## src/rtl/dfa_pkg.sv

```systemverilog
package dfa_pkg;
    typedef enum logic [1:0] {
        CLS_SYNC  = 2'd0,
        CLS_CPU   = 2'd1,
        CLS_ASYNC = 2'd2,
        CLS_RSVD  = 2'd3
    } flow_cls_e;

    localparam int NUM_IF = 2;

    function automatic logic cls_eligible(input logic [1:0] cls);
        return cls != CLS_RSVD;
    endfunction
endpackage

```

## src/rtl/dfa_target_pick.sv

```systemverilog
module dfa_target_pick
    import dfa_pkg::*;
#(
    parameter int NUM_REQ = 4,
    parameter int IDX_W   = 2,
    parameter bit TGT     = 1'b0
) (
    input  logic [NUM_REQ-1:0]   req_valid,
    input  logic [NUM_REQ-1:0]   req_tgt,
    input  logic [2*NUM_REQ-1:0] req_cls,
    output logic                 win_valid,
    output logic [IDX_W-1:0]     win_idx,
    output logic [1:0]           win_cls
);
    // stage one: best class aimed at this interface, lowest lane on ties
    always_comb begin
        win_valid = 1'b0;
        win_idx   = '0;
        win_cls   = CLS_RSVD;
        for (int i = 0; i < NUM_REQ; i++) begin
            if (req_valid[i] && (req_tgt[i] == TGT) && cls_eligible(req_cls[2*i +: 2])) begin
                if (!win_valid || (req_cls[2*i +: 2] < win_cls)) begin
                    win_valid = 1'b1;
                    win_idx   = IDX_W'(i);
                    win_cls   = req_cls[2*i +: 2];
                end
            end
        end
    end
endmodule

```

## src/rtl/dfa_if_pick.sv

```systemverilog
module dfa_if_pick #(
    parameter int IDX_W = 2
) (
    input  logic [1:0]       cand_valid,
    input  logic [IDX_W-1:0] cand_idx0,
    input  logic [IDX_W-1:0] cand_idx1,
    input  logic [1:0]       cand_cls0,
    input  logic [1:0]       cand_cls1,
    output logic             win_valid,
    output logic             win_if,
    output logic [IDX_W-1:0] win_idx,
    output logic [1:0]       win_cls
);
    logic take_one;

    // stage two: interface 1 only if strictly more urgent or alone
    always_comb begin
        take_one  = cand_valid[1] && (!cand_valid[0] || (cand_cls1 < cand_cls0));
        win_valid = |cand_valid;
        win_if    = take_one;
        win_idx   = take_one ? cand_idx1 : cand_idx0;
        win_cls   = take_one ? cand_cls1 : cand_cls0;
    end
endmodule

```

## src/rtl/dfa_grant_hold.sv

```systemverilog
module dfa_grant_hold #(
    parameter int NUM_REQ = 4,
    parameter int IDX_W   = 2,
    parameter int SRC_W   = 2
) (
    input  logic                     clk,
    input  logic                     rst_n,
    input  logic [NUM_REQ-1:0]       req_valid,
    input  logic [SRC_W*NUM_REQ-1:0] req_src,
    input  logic                     win_valid,
    input  logic                     win_if,
    input  logic [IDX_W-1:0]         win_idx,
    input  logic [1:0]               win_cls,
    output logic [NUM_REQ-1:0]       gnt,
    output logic                     gnt_valid,
    output logic                     gnt_if,
    output logic [1:0]               if_sel,
    output logic [1:0]               gnt_cls,
    output logic [SRC_W-1:0]         gnt_src
);
    typedef struct packed {
        logic             active;
        logic [IDX_W-1:0] idx;
        logic             tif;
        logic [1:0]       cls;
        logic [SRC_W-1:0] src;
    } hold_t;

    hold_t st_d, st_q;

    always_comb begin
        st_d = st_q;
        if (st_q.active && req_valid[st_q.idx]) begin
            st_d = st_q;
        end else if (win_valid) begin
            st_d.active = 1'b1;
            st_d.idx    = win_idx;
            st_d.tif    = win_if;
            st_d.cls    = win_cls;
            st_d.src    = req_src[win_idx*SRC_W +: SRC_W];
        end else begin
            st_d = '0;
        end
    end

    always_ff @(posedge clk or negedge rst_n) begin
        if (!rst_n) st_q <= '0;
        else        st_q <= st_d;
    end

    always_comb begin
        gnt = '0;
        if (st_q.active) gnt[st_q.idx] = 1'b1;
        gnt_valid = st_q.active;
        gnt_if    = st_q.tif;
        if_sel    = st_q.active ? (st_q.tif ? 2'b10 : 2'b01) : 2'b00;
        gnt_cls   = st_q.cls;
        gnt_src   = st_q.src;
    end

    assert_one_grant_R10: assert property (@(posedge clk) disable iff (!rst_n)
        $onehot0(gnt));

    assert_granted_requested_R5: assert property (@(posedge clk) disable iff (!rst_n)
        gnt_valid |-> |(gnt & $past(req_valid)));

    assert_hold_R7: assert property (@(posedge clk) disable iff (!rst_n)
        |(gnt & req_valid) |=> $stable(gnt));

    assert_frozen_route_R8: assert property (@(posedge clk) disable iff (!rst_n)
        |(gnt & req_valid) |=> ($stable(if_sel) && $stable(gnt_cls) && $stable(gnt_src)));

    assert_route_onehot_R6: assert property (@(posedge clk) disable iff (!rst_n)
        gnt_valid |-> ($countones(if_sel) == 1 && if_sel[gnt_if]));

    assert_no_reserved_R2: assert property (@(posedge clk) disable iff (!rst_n)
        gnt_valid |-> (gnt_cls != 2'd3));
endmodule

```

## src/rtl/dfa_arbiter.sv

```systemverilog
module dfa_arbiter
    import dfa_pkg::*;
#(
    parameter int NUM_REQ = 4,
    parameter int SRC_W   = 2
) (
    input  logic                     clk,
    input  logic                     rst_n,
    input  logic [NUM_REQ-1:0]       req_valid,
    input  logic [NUM_REQ-1:0]       req_tgt,
    input  logic [2*NUM_REQ-1:0]     req_cls,
    input  logic [SRC_W*NUM_REQ-1:0] req_src,
    output logic [NUM_REQ-1:0]       gnt,
    output logic                     gnt_valid,
    output logic                     gnt_if,
    output logic [1:0]               if_sel,
    output logic [1:0]               gnt_cls,
    output logic [SRC_W-1:0]         gnt_src
);
    localparam int IDX_W = (NUM_REQ > 1) ? $clog2(NUM_REQ) : 1;

    logic [NUM_IF-1:0] cand_valid;
    logic [IDX_W-1:0]  cand_idx [NUM_IF];
    logic [1:0]        cand_cls [NUM_IF];

    logic             win_valid;
    logic             win_if;
    logic [IDX_W-1:0] win_idx;
    logic [1:0]       win_cls;

    for (genvar d = 0; d < NUM_IF; d++) begin : g_tgt
        dfa_target_pick #(
            .NUM_REQ (NUM_REQ),
            .IDX_W   (IDX_W),
            .TGT     (1'(d))
        ) u_pick (
            .req_valid (req_valid),
            .req_tgt   (req_tgt),
            .req_cls   (req_cls),
            .win_valid (cand_valid[d]),
            .win_idx   (cand_idx[d]),
            .win_cls   (cand_cls[d])
        );
    end

    dfa_if_pick #(.IDX_W(IDX_W)) u_if_pick (
        .cand_valid (cand_valid),
        .cand_idx0  (cand_idx[0]),
        .cand_idx1  (cand_idx[1]),
        .cand_cls0  (cand_cls[0]),
        .cand_cls1  (cand_cls[1]),
        .win_valid  (win_valid),
        .win_if     (win_if),
        .win_idx    (win_idx),
        .win_cls    (win_cls)
    );

    dfa_grant_hold #(
        .NUM_REQ (NUM_REQ),
        .IDX_W   (IDX_W),
        .SRC_W   (SRC_W)
    ) u_hold (
        .clk       (clk),
        .rst_n     (rst_n),
        .req_valid (req_valid),
        .req_src   (req_src),
        .win_valid (win_valid),
        .win_if    (win_if),
        .win_idx   (win_idx),
        .win_cls   (win_cls),
        .gnt       (gnt),
        .gnt_valid (gnt_valid),
        .gnt_if    (gnt_if),
        .if_sel    (if_sel),
        .gnt_cls   (gnt_cls),
        .gnt_src   (gnt_src)
    );

    // equal-class candidates on both interfaces never route to interface 1
    assert_if0_on_tie_R4: assert property (@(posedge clk) disable iff (!rst_n)
        (!gnt_valid && (&cand_valid) && (cand_cls[0] == cand_cls[1])) |=> !gnt_if);
endmodule

```

## config.mk

```make
export PLATFORM = sky130hd
export DESIGN_NAME = dfa_arbiter
export DESIGN_NICKNAME = d
export VERILOG_FILES = /design/src/rtl/dfa_pkg.sv /design/src/rtl/dfa_target_pick.sv /design/src/rtl/dfa_if_pick.sv /design/src/rtl/dfa_grant_hold.sv /design/src/rtl/dfa_arbiter.sv
export SDC_FILE = /design/constraint.sdc
export NUM_CORES = 1
export LEC_CHECK = 0
export BUFFER_PORTS_ARGS = -buffer_cell sky130_fd_sc_hd__buf_2
export CORE_MARGIN = 4
export CORE_UTILIZATION = 41
export CTS_CLUSTER_DIAMETER = 150
export DETAILED_ROUTE_END_ITERATION = 8
export GPL_ROUTABILITY_DRIVEN = 0
export PLACE_DENSITY = 0.69
export SLEW_MARGIN = 5
export SYNTH_ARGS = -nofsm -noshare
export SYNTH_HDL_FRONTEND = slang
export SYNTH_SLANG_ARGS = --single-unit
```

## constraint.sdc

```tcl
create_clock -name clk -period 1.68 [get_ports clk]
set_input_delay 0.42 -clock clk [delete_from_list [all_inputs] [get_ports clk]]
set_output_delay 0.42 -clock clk [all_outputs]
set_load 0.05 [all_outputs]
```

==> summary.txt, run 1 <==
Placed design
  • Final HPWL DP: 3690 um
  • Placed cells: 280
  • I/O Buffers: 37

Floorplanning
  • IO Count: 38
  • Die area: 3950 um^2
  • Core box area: 2810 um^2
  • Effective utilization at floorplan: 44.0%
  • Die Y-Extent: 62.9 um
  • FP Rows: 19
  • Die width: 62.9 um

Finish
  • Fin cells: 293
  • Share of layout cells above drive strength 1: 53.1%
  • Final net count: 292
  • Area grow syn2layout: 69.8%
  • Ant diodes: 0
  • Final Util: 74.7%

Global routing
  • Global-route wire length before repair: 7630 um
  • All-Layer GR Usage: 23.8%
  • Initial antenna violation count: 0
  • Grt ovf: 0
  • Largest net degree at the start of global routing: 11
  • Vias in the first global route: 1669

Worst setup path
  • Worst setup EP type: register
  • Startpoint Class: input pin
  • R2R setup slack: -70 ps
  • Max FO, Critical Path: 4
  • Critical Path AT: 3960 ps
  • Data required time at the worst endpoint: 1820 ps
  • CP Class: input pin to register

Outcome
  • Status: finished, violations left
  • Violated checks: negative setup slack

Routing
  • DRC viols: 0
  • Vias/cell: 6.03
  • DRC marker count from the first detailed-route iteration: 109
  • Antenna viol nets, final: 0
  • Total iterations of the first detailed-routing run: 5
  • DR WL/cell: 17.8 um
  • Final wirelength: 5220 um
  • Via count: 1768

CTS
  • Clk sink count: 8
  • Clock-pin slew on the worst setup and hold paths: 50 ps
  • CTS tree: done
  • Clk root buf: clkbuf_4
  • Clock Latency Late Sink: 260 ps
  • Worst-case clock buffer depth: 2
  • CTS H-tree depth: 1
  • CTS Buf Count: 3

Logic synthesis
  • Netlist cell types: 55
  • Post-synth net total: 190
  • Ys Warns: 0
  • Post-synthesis register bit count: 8
  • Post-synth ARST share: 100%
  • Gate Count Post-Synth: 162
  • Sequential fraction of the synthesis area: 16.2%
  • Post-synth EDFFs: 0
  • Post-Syn Area: 1230 um^2
  • Syn Area/Cell: 7.62 um^2
  • Top FF cell, synth: dfrtp_1

Power and ir drop
  • Leak: 1.01 nW
  • Post-route total power: 2.13 mW
  • Clk pwr share: 7.1%
  • Reg power frac: 15.7%
  • P_sw: 1.13 mW
  • Int Power: 999 uW
  • PD cells: 1020 nW/um^2
  • Switching portion of total power: 53.2%
  • Peak supply drop: 548 uV
  • Comb pwr share: 77.2%

STA
  • Final hold vios: 0
  • Clock skew: 7.72 ps
  • Min Tclk post-route: 3830 ps
  • Setup TNS: -14310 ps
  • Finish-stage setup viols: 8
  • Max frequency: 261 MHz
  • Pins Over Slew Limit: 0
  • Final worst slack: -2150 ps
  • RSZ-0062 raised after global routing: true
  • Worst slew pin tran: 430 ps
  • Period utilization: 228%
  • Worst slew margin: 71.3%

Job
  • Max-cap violation count: 0

Min path
  • Min-delay worst type: register to register
worst paths after layout:
kind	startpoint	endpoint	depth (start not counted)
max	req_cls[1]	u_hold.gnt_src[1]$_DFFE_PN0N_	20
min	u_hold.gnt_src[1]$_DFFE_PN0N_	u_hold.gnt_src[1]$_DFFE_PN0N_	2
max reg2reg	u_hold.st_q[5]$_DFFE_PN0N_	u_hold.gnt_src[1]$_DFFE_PN0N_	4
max in group asynchronous	rst_n	u_hold.gnt_src[1]$_DFFE_PN0N_	2
min reg2reg	u_hold.gnt_src[1]$_DFFE_PN0N_	u_hold.gnt_src[1]$_DFFE_PN0N_	2
min in group asynchronous	rst_n	u_hold.st_q[6]$_DFFE_PN0N_	2
logic make-up (layout without fill, tap and decap cells):
group,Yosys count,after routing,share of synthesized area [%]
flops,8,8,16.2
compound gates,51,51,32.0
simple gates,77,77,35.8
mux,6,6,6.49
fa+ha+maj,3,3,2.84
buf+inv,17,117,6.59
worst max-delay path, stage by stage:
cell,delay (ps)
buf_6,90
buf_4,110
nand4b_1,160
o22a_1,240
a21o_1,170
a21oi_2,210
a21oi_2,100
ha_1,310
inv_1,40
a211o_2,290
nand2_2,80
mux2_4,330
ha_4,230
o22ai_4,160
inv_2,70
a2111oi_4,410
buf_4,190
nor3b_1,40
a211oi_1,210
o31ai_1,90
Yosys cell counts (4+ instances only):
master | number | area (um^2)
buf_4 | 4 | 30.0
nand2_1 | 23 | 86.3
o21ai_0 | 9 | 45.0
o21a_1 | 4 | 30.0
and3b_1 | 4 | 35.0
nor2_1 | 7 | 26.3
a21oi_1 | 6 | 30.0
and2_1 | 4 | 25.0
inv_1 | 9 | 33.8
nor3b_1 | 7 | 52.6
a211oi_1 | 6 | 45.0
dfrtp_1 | 8 | 200
nor2b_1 | 7 | 43.8
nand3b_1 | 6 | 45.0
cells in the final DEF (no fill, tap or decap), types with 5 or more instances in the layout:
cell      count
buf_4        66
buf_2        32
nand2_1      21
dfrtp_1       8
inv_1         7
nor2b_1       6
nand3b_1      6
buf_6         6
o21ai_0       5
nor2_1        5
through the flow:
step	instance area (um^2)	setup WS, ps	hold slack [ps]
2_1_floorplan	1290	-1980	124
3_5_place_dp	1900	-2340	271
4_1_cts	2010	-2060	475
5_1_grt	2090	-2350	531
6_report	2090	-2150	473
3_3_place_gp	1900	-2170	263
layout make-up:
| type | instances | area [um^2] |
|---|---|---|
| timing repair buffer | 105 | 733 |
| tap | 31 | 38.8 |
| sequential | 8 | 200 |
| fill | 209 | 711 |
| inverter | 9 | 33.8 |
| multi-input combinational | 137 | 1070 |
| clock buffer | 3 | 22.5 |
registers in the layout (all words and copies together), names as in the netlist:
signal / count
u_hold.gnt_cls: 2
u_hold.gnt_if: 1
u_hold.gnt_src: 2
u_hold.gnt_valid: 1
u_hold.st_q: 2
per-layer routing:
| layer | part of all wire [%] | vias to the layer above | track usage (%) |
|---|---|---|---|
| li1 | - | 809 | - |
| met1 | 38 | 846 | 28.1 |
| met2 | 51 | 90 | 42.1 |
| met3 | 7.4 | 23 | 3.60 |
| met4 | 3.0 | 0 | 10.7 |
| met5 | 0 | - | 0 |
timing repair:
item | in CTS | in global routing
endpoints found under the hold margin | 8 | 0
setup endpoints to repair | 9 | 8
setup buffers | 4 | 5
gates resized for setup | 11 | 11
pin swaps | 12 | 9
hold buffers | 1 | 0
power by group through the flow:
stage / Combinational, mW / Sequential (mW) / Clock [mW]
final: 1.65 / 0.335 / 0.152
after global routing: 1.75 / 0.351 / 0.171
after CTS: 1.57 / 0.334 / 0.153
after detailed placement: 1.51 / 0.338 / 0
after global placement: 1.47 / 0.336 / 0
after floorplan: 1.02 / 0.417 / 0
No activity file was read; power rests on OpenSTA's default activity.
==> inputs of run 2 (changes only) <==
Settings changed: PLACE_DENSITY 0.69 to 0.7.
==> run 2 against run 1 <==
Compared with the run above: the flow still finishes with violations (negative setup slack); register-to-register slack got worse by 80 ps; clock skew fell by 0.76 ps; sequential share of layout area fell by 0.45 points; count of clock-buffer cells in the layout did not move; non-clock buffer count rose by 11; fmax rose by 0.71%; cell count rose by 3.8%; critical path depth fell by 1; clock power barely moved; combinational power rose by 4%; largest cell class unchanged.
==> summary.txt, run 2 (synthesized netlist as in run 1, its figures left out) <==
Global routing
  • Largest net degree at the start of global routing: 11 (unchanged)
  • Global-route wire length before repair: 7670 um (+0.54%)
  • Initial antenna violation count: 0 (unchanged)
  • Grt ovf: 0 (unchanged)
  • Vias in the first global route: 1713 (+2.6%)
  • All-Layer GR Usage: 23.7% (-0.064 points)

CTS
  • Clk sink count: 8 (unchanged)
  • Clk root buf: clkbuf_4
  • Clock Latency Late Sink: 260 ps (about the same)
  • CTS Buf Count: 3 (unchanged)
  • Clock-pin slew on the worst setup and hold paths: 50 ps (about the same)
  • CTS tree: done
  • CTS H-tree depth: 1 (unchanged)
  • Worst-case clock buffer depth: 2 (unchanged)

Outcome
  • Violated checks: negative setup slack
  • Status: finished, violations left

STA
  • Final hold slack: 480 ps (+7.57 ps)
  • Finish-stage setup viols: 8 (unchanged)
  • Period utilization: 226% (-1.6 points)
  • Worst slew pin tran: 484 ps (+54.1 ps)
  • Worst slew margin: 67.4% (-3.9 points)
  • Final hold vios: 0 (unchanged)
  • Pins Over Slew Limit: 0 (unchanged)
  • Final worst slack: -2120 ps (+27.0 ps)
  • Clock skew: 6.95 ps (-0.764 ps)
  • RSZ-0062 raised after global routing: true
  • Max frequency: 263 MHz (+0.71%)
  • Min Tclk post-route: 3800 ps (-27.0 ps)

Finish
  • Commonest non-fill, non-tap cells in the layout: 76 x buf_4, 29 x buf_2, 19 x nand2_1, 8 x inv_1, 8 x dfrtp_1
  • Fin area: 2200 um^2 (+4.9%)
  • Share of layout cells above drive strength 1: 56.0% (+3.0 points)
  • Ant diodes: 0 (unchanged)
  • Most common cell after layout, fill and taps aside: buf_4
  • Fin cells: 304 (+3.8%)
  • Fill count: 189 (-9.6%)
  • Final net count: 303 (+3.8%)
  • Area grow syn2layout: 78.1%

Power and ir drop
  • Comb pwr share: 77.8% (+0.6 points)
  • Int Power: 1.05 mW (+5.5%)
  • Reg power frac: 15.4% (-0.3 points)
  • PD cells: 1000 nW/um^2 (-1.5%)
  • Switching portion of total power: 52.2% (-1.0 points)
  • Leak: 1.07 nW (+5.8%)
  • P_sw: 1.15 mW (+1.4%)
  • Post-route total power: 2.20 mW (+3.3%)
  • Clk pwr share: 6.8% (-0.3 points)
  • Peak supply drop: 368 uV (-33%)

Job
  • Max-cap violation count: 0 (unchanged)

Worst setup path
  • CP Class: input pin to register
  • Buf+Inv Stages, Crit Path: 4 (-1)
  • Most common cell on crit path: a21oi_2
  • Slowest cell on crit path: a2111oi_4
  • Startpoint Class: input pin
  • Data required time at the worst endpoint: 1810 ps (about the same)
  • Crit-path cells: buf_8, or2b_1, o22a_1, a21o_1, a21oi_2, a21oi_2, ha_1, inv_1, a211o_2, nand2_2, mux2_4, ha_4, o22ai_4, inv_2, a2111oi_4, buf_4, nor3b_2, a211oi_1, o31ai_1
  • Critical Path AT: 3930 ps (-30 ps)
  • CP delay by family, top: compound AO/OA/AOI/OAI gates
  • R2R setup slack: -150 ps (-80 ps)
  • Max FO, Critical Path: 3 (-1)
  • Worst r2r src: u_hold.st_q[5]$_DFFE_PN0N_
  • Reg2reg path depth: 4 (unchanged)
  • Worst setup EP type: register
  • Slowest stage delay, CP: 400 ps (about the same)
  • Critical R2R Capture: u_hold.gnt_src[1]$_DFFE_PN0N_

Routing
  • Antenna viol nets, final: 0 (unchanged)
  • DR WL/cell: 16.9 um (-5.1%)
  • Final wirelength: 5140 um (-1.5%)
  • Via count: 1826 (+3.3%)
  • DRC marker count from the first detailed-route iteration: 121 (+11%)
  • Vias/cell: 6.01 (-0.46%)
  • DRC viols: 0 (unchanged)
  • Total iterations of the first detailed-routing run: 6 (+1)

Placed design
  • Area after DPL: 1900 um^2 (-0.39%)
  • Final HPWL DP: 3590 um (-2.6%)
  • Placed cells: 279 (-0.36%)
  • Setup WS pre-CTS: -2320 ps (+15.3 ps)
  • I/O Buffers: 37 (unchanged)

Floorplanning
  • Die width: 62.9 um (unchanged)
  • Core box area: 2810 um^2 (unchanged)
  • Die area: 3950 um^2 (unchanged)
  • Effective utilization at floorplan: 44.0% (unchanged)
  • Die Y-Extent: 62.9 um (unchanged)
  • FP Rows: 19 (unchanged)
  • IO Count: 38 (unchanged)

Min path
  • Hold EP: u_hold.gnt_src[1]$_DFFE_PN0N_
  • Hold Startpoint: u_hold.gnt_src[1]$_DFFE_PN0N_
  • Min-delay worst type: register to register
  • Hold path cells: 2 (unchanged)
run 2: cell types whose count changed in the layout (fill, tap and decap cells not counted), moves of 2 or more:
cell | before | now
nand2_2 | 1 | 3
buf_2 | 32 | 29
o21ai_2 | 0 | 2
clkbuf_4 | 3 | 5
buf_4 | 66 | 76
nand2_1 | 21 | 19
o21ai_1 | 4 | 2
run 2: metal layers:
| metal | wire length [um] | track usage, % | part of all wire, % |
|---|---|---|---|
| met1 | 1750 | 23.9 | 34 |
| met2 | 2660 | 45.9 | 52 |
| met3 | 375 | 4.14 | 7.3 |
| met4 | 344 | 12.1 | 6.7 |
| met5 | 0 | 0 | 0 |
run 2: repair_timing:
| item | 4_1_cts | 5_1_grt |
|---|---|---|
| buffers inserted | 16 | 5 |
| setup endpoints to repair | 9 | 12 |
| gates resized for setup | 22 | 9 |
| pin swaps | 2 | 11 |
| hold buffers | 1 | 0 |
| endpoints found under the hold margin | 8 | 0 |
run 2: area by class of cell:
class | instances | area (um^2) | share of cell area, %
tap | 31 | 38.8 | 1.77
inverter | 9 | 33.8 | 1.54
timing repair buffer | 116 | 835 | 38.0
multi-input combinational | 137 | 1070 | 48.6
clock buffer | 3 | 22.5 | 1.03
sequential | 8 | 200 | 9.11
run 2: worst min-delay path, cell delays in order, from the launching register on:
cell     delay [ps]
dfrtp_1         330
nand2_1          50
o31ai_1          60
run 2: worst max path at each step:
stage                             from                       endpoint  slack [ps]  depth (start not counted)
after global routing        req_tgt[0]  u_hold.gnt_src[0]$_DFFE_PN0N_       -2280                         20
after detailed placement    req_cls[3]  u_hold.gnt_src[0]$_DFFE_PN0N_       -2320                         19
after CTS                   req_tgt[0]  u_hold.gnt_src[0]$_DFFE_PN0N_       -1960                         19
after global placement      req_cls[3]  u_hold.gnt_src[0]$_DFFE_PN0N_       -2160                         19
final                       req_tgt[0]  u_hold.gnt_src[0]$_DFFE_PN0N_       -2120                         19
after floorplan           req_valid[0]  u_hold.gnt_src[0]$_DFFE_PN0N_       -1980                         17
run 2: power groups by stage:
stage	Clock, mW	Sequential (mW)	Combinational (mW)
floorplan	0	0.417	1.02
global placement	0	0.338	1.47
finish	0.150	0.339	1.71
CTS	0.156	0.342	1.63
detailed placement	0	0.345	1.51
global route	0.176	0.354	1.82
run 2: stage by stage:
step	util (%)	TNS (ps)
after floorplan	-	-12030
after global placement	67.6	-14480
after detailed placement	67.6	-15290
after CTS	76.0	-12550
after global routing	78.3	-14580
final	78.3	-13550
==> inputs of run 3 (changes only) <==
Settings changed: BUFFER_PORTS_ARGS -buffer_cell sky130_fd_sc_hd__buf_2 to default, DONT_BUFFER_PORTS from default to 1, PLACE_DENSITY 0.7 to 0.58.
==> run 3 against run 2 <==
Compared with the run above: the flow still finishes with violations (negative setup slack); clock skew decreased by 6.6 ps; sequential share of layout area increased by 0.89 points; routed wire length decreased by 20%; clock power decreased by 5%; final area decreased by 8.9%; via count decreased by 15%; sequential power increased by 52%; total power increased by 4.5%; fmax increased by 3.4%; first-iteration DRC count decreased by 62%; die area unchanged; combinational power decreased by 4%.
==> summary.txt, run 3 (synthesized netlist as in run 1, its figures left out) <==
STA
  • Max frequency: 272 MHz (+3.4%)
  • Final hold vios: 0 (unchanged)
  • Worst slew margin: 68.4% (+1.0 points)
  • Pins Over Slew Limit: 0 (unchanged)
  • Period utilization: 219% (-7.4 points)
  • Finish-stage setup viols: 7 (-1)
  • Clock skew: 0.363 ps (-6.59 ps)
  • Setup TNS: -12490 ps (+1060 ps)
  • RSZ-0062 raised after global routing: true
  • Min Tclk post-route: 3680 ps (-124 ps)
  • Worst slew pin tran: 473 ps (-10.6 ps)
  • Final worst slack: -2000 ps (+124 ps)

Floorplanning
  • Die area: 3950 um^2 (unchanged)
  • Die width: 62.9 um (unchanged)
  • Core box area: 2810 um^2 (unchanged)
  • Effective utilization at floorplan: 44.0% (unchanged)
  • IO Count: 38 (unchanged)
  • FP Rows: 19 (unchanged)
  • Die Y-Extent: 62.9 um (unchanged)

CTS
  • CTS H-tree depth: 1 (unchanged)
  • CTS Buf Count: 3 (unchanged)
  • Clock-pin slew on the worst setup and hold paths: 50 ps (about the same)
  • Clock Latency Late Sink: 250 ps (about the same)
  • CTS tree: done
  • Clk sink count: 8 (unchanged)
  • Clk root buf: clkbuf_4
  • Worst-case clock buffer depth: 2 (unchanged)

Outcome
  • Violated checks: negative setup slack
  • Status: finished, violations left

Worst setup path
  • Critical Path AT: 3810 ps (-120 ps)
  • CP Class: input pin to register
  • Most common cell on crit path: a21oi_2
  • Startpoint Class: input pin
  • Data required time at the worst endpoint: 1810 ps (about the same)
  • Buf+Inv Stages, Crit Path: 3 (-1)
  • Crit-path cells: or2b_1, o22a_1, a21o_1, a21oi_2, a21oi_2, ha_1, inv_1, a211o_2, nand2_2, mux2_4, ha_4, o22ai_4, inv_2, a2111oi_4, buf_4, nor3b_1, a211oi_1, o31ai_1
  • Slowest stage delay, CP: 320 ps (-80 ps)
  • Worst setup EP type: register
  • Slowest cell on crit path: mux2_4
  • CP delay by family, top: compound AO/OA/AOI/OAI gates
  • Max FO, Critical Path: 8 (+5)

Placed design
  • Area after DPL: 1740 um^2 (-8.2%)
  • Setup WS pre-CTS: -2220 ps (+102 ps)
  • Placed cells: 236 (-15%)
  • Final HPWL DP: 3130 um (-13%)
  • I/O Buffers: 0 (-100%)

Routing
  • DRC viols: 0 (unchanged)
  • Final wirelength: 4130 um (-20%)
  • Total iterations of the first detailed-routing run: 4 (-2)
  • DR WL/cell: 16.3 um (-3.4%)
  • Vias/cell: 6.10 (+1.5%)
  • Antenna viol nets, final: 0 (unchanged)
  • Via count: 1543 (-15%)
  • DRC marker count from the first detailed-route iteration: 46 (-62%)

Finish
  • Fin area: 2000 um^2 (-8.9%)
  • Most common cell after layout, fill and taps aside: buf_4
  • Area grow syn2layout: 62.3%
  • Fin cells: 253 (-17%)
  • Ant diodes: 0 (unchanged)
  • Commonest non-fill, non-tap cells in the layout: 47 x buf_4, 18 x nand2_1, 11 x buf_6, 8 x inv_1, 8 x dfrtp_1
  • Fill count: 209 (+11%)
  • Final net count: 252 (-17%)
  • Final Util: 71.4% (-7.0 points)
  • Share of layout cells above drive strength 1: 47.7% (-8.3 points)

Min path
  • Min-delay worst type: input pin to register

Global routing
  • Largest net degree at the start of global routing: 13 (+2)
  • All-Layer GR Usage: 21.2% (-2.6 points)
  • Initial antenna violation count: 0 (unchanged)
  • Grt ovf: 0 (unchanged)
  • Vias in the first global route: 1597 (-6.8%)
  • Global-route wire length before repair: 6800 um (-11%)

Power and ir drop
  • PD cells: 1150 nW/um^2 (+15%)
  • Leak: 0.894 nW (-17%)
  • Peak supply drop: 538 uV (+46%)

Job
  • Max-cap violation count: 0 (unchanged)
run 3: cell count changes in the layout (fill, tap and decap cells not counted), sizes merged:
cell,delta
buf,-49
clkbuf,-2
run 3: final cells by class:
cell class | count | area [um^2] | share of cell area [%]
Timing Repair Buffer | 65 | 607 | 30.3
Inverter | 9 | 33.8 | 1.69
Multi-Input combinational cell | 137 | 1100 | 54.9
Clock buffer | 3 | 22.5 | 1.13
Tap cell | 31 | 38.8 | 1.94
Sequential cell | 8 | 200 | 10.0
run 3: per-stage QoR:
step / total power, mW / hold slack, ps
floorplan: 1.43 / 124
global placement: 1.97 / 125
detailed placement: 1.99 / 125
CTS: 2.21 / 424
global route: 2.45 / 473
finish: 2.30 / 438
run 3: layer usage:
layer	global-route usage, %	wire (um)
met1	20.4	1450
met2	40.5	2300
met3	4.14	260
met4	13.5	121
met5	0	0
run 3: final timing paths:
path,from,endpoint,slack (ps),depth (start not counted)
max,req_valid[0],u_hold.gnt_src[1]$_DFFE_PN0N_,-2000,18
min,req_src[0],u_hold.gnt_src[0]$_DFFE_PN0N_,440,2
max reg2reg,u_hold.st_q[5]$_DFFE_PN0N_,u_hold.gnt_src[0]$_DFFE_PN0N_,-70,4
min reg2reg,u_hold.gnt_if$_DFFE_PN0N_,u_hold.gnt_if$_DFFE_PN0N_,590,1
max in group asynchronous,rst_n,u_hold.gnt_src[0]$_DFFE_PN0N_,930,1
min in group asynchronous,rst_n,u_hold.gnt_if$_DFFE_PN0N_,500,1
run 3: power by group:
group	total, mW	internal [mW]	switching [mW]
logic	1.65	0.833	0.812
registers	0.515	0.278	0.237
clock network	0.142	0.0814	0.0607
total	2.30	1.19	1.11
run 3: what timing repair did:
item | in CTS | in global routing
hold buffers | 1 | 0
resized for setup | 10 | 22
hold endpoints to repair | 8 | 0
setup buffers | 12 | 2
gates cloned | 0 | 0
setup endpoints to repair | 8 | 9
pin swaps | 15 | 20
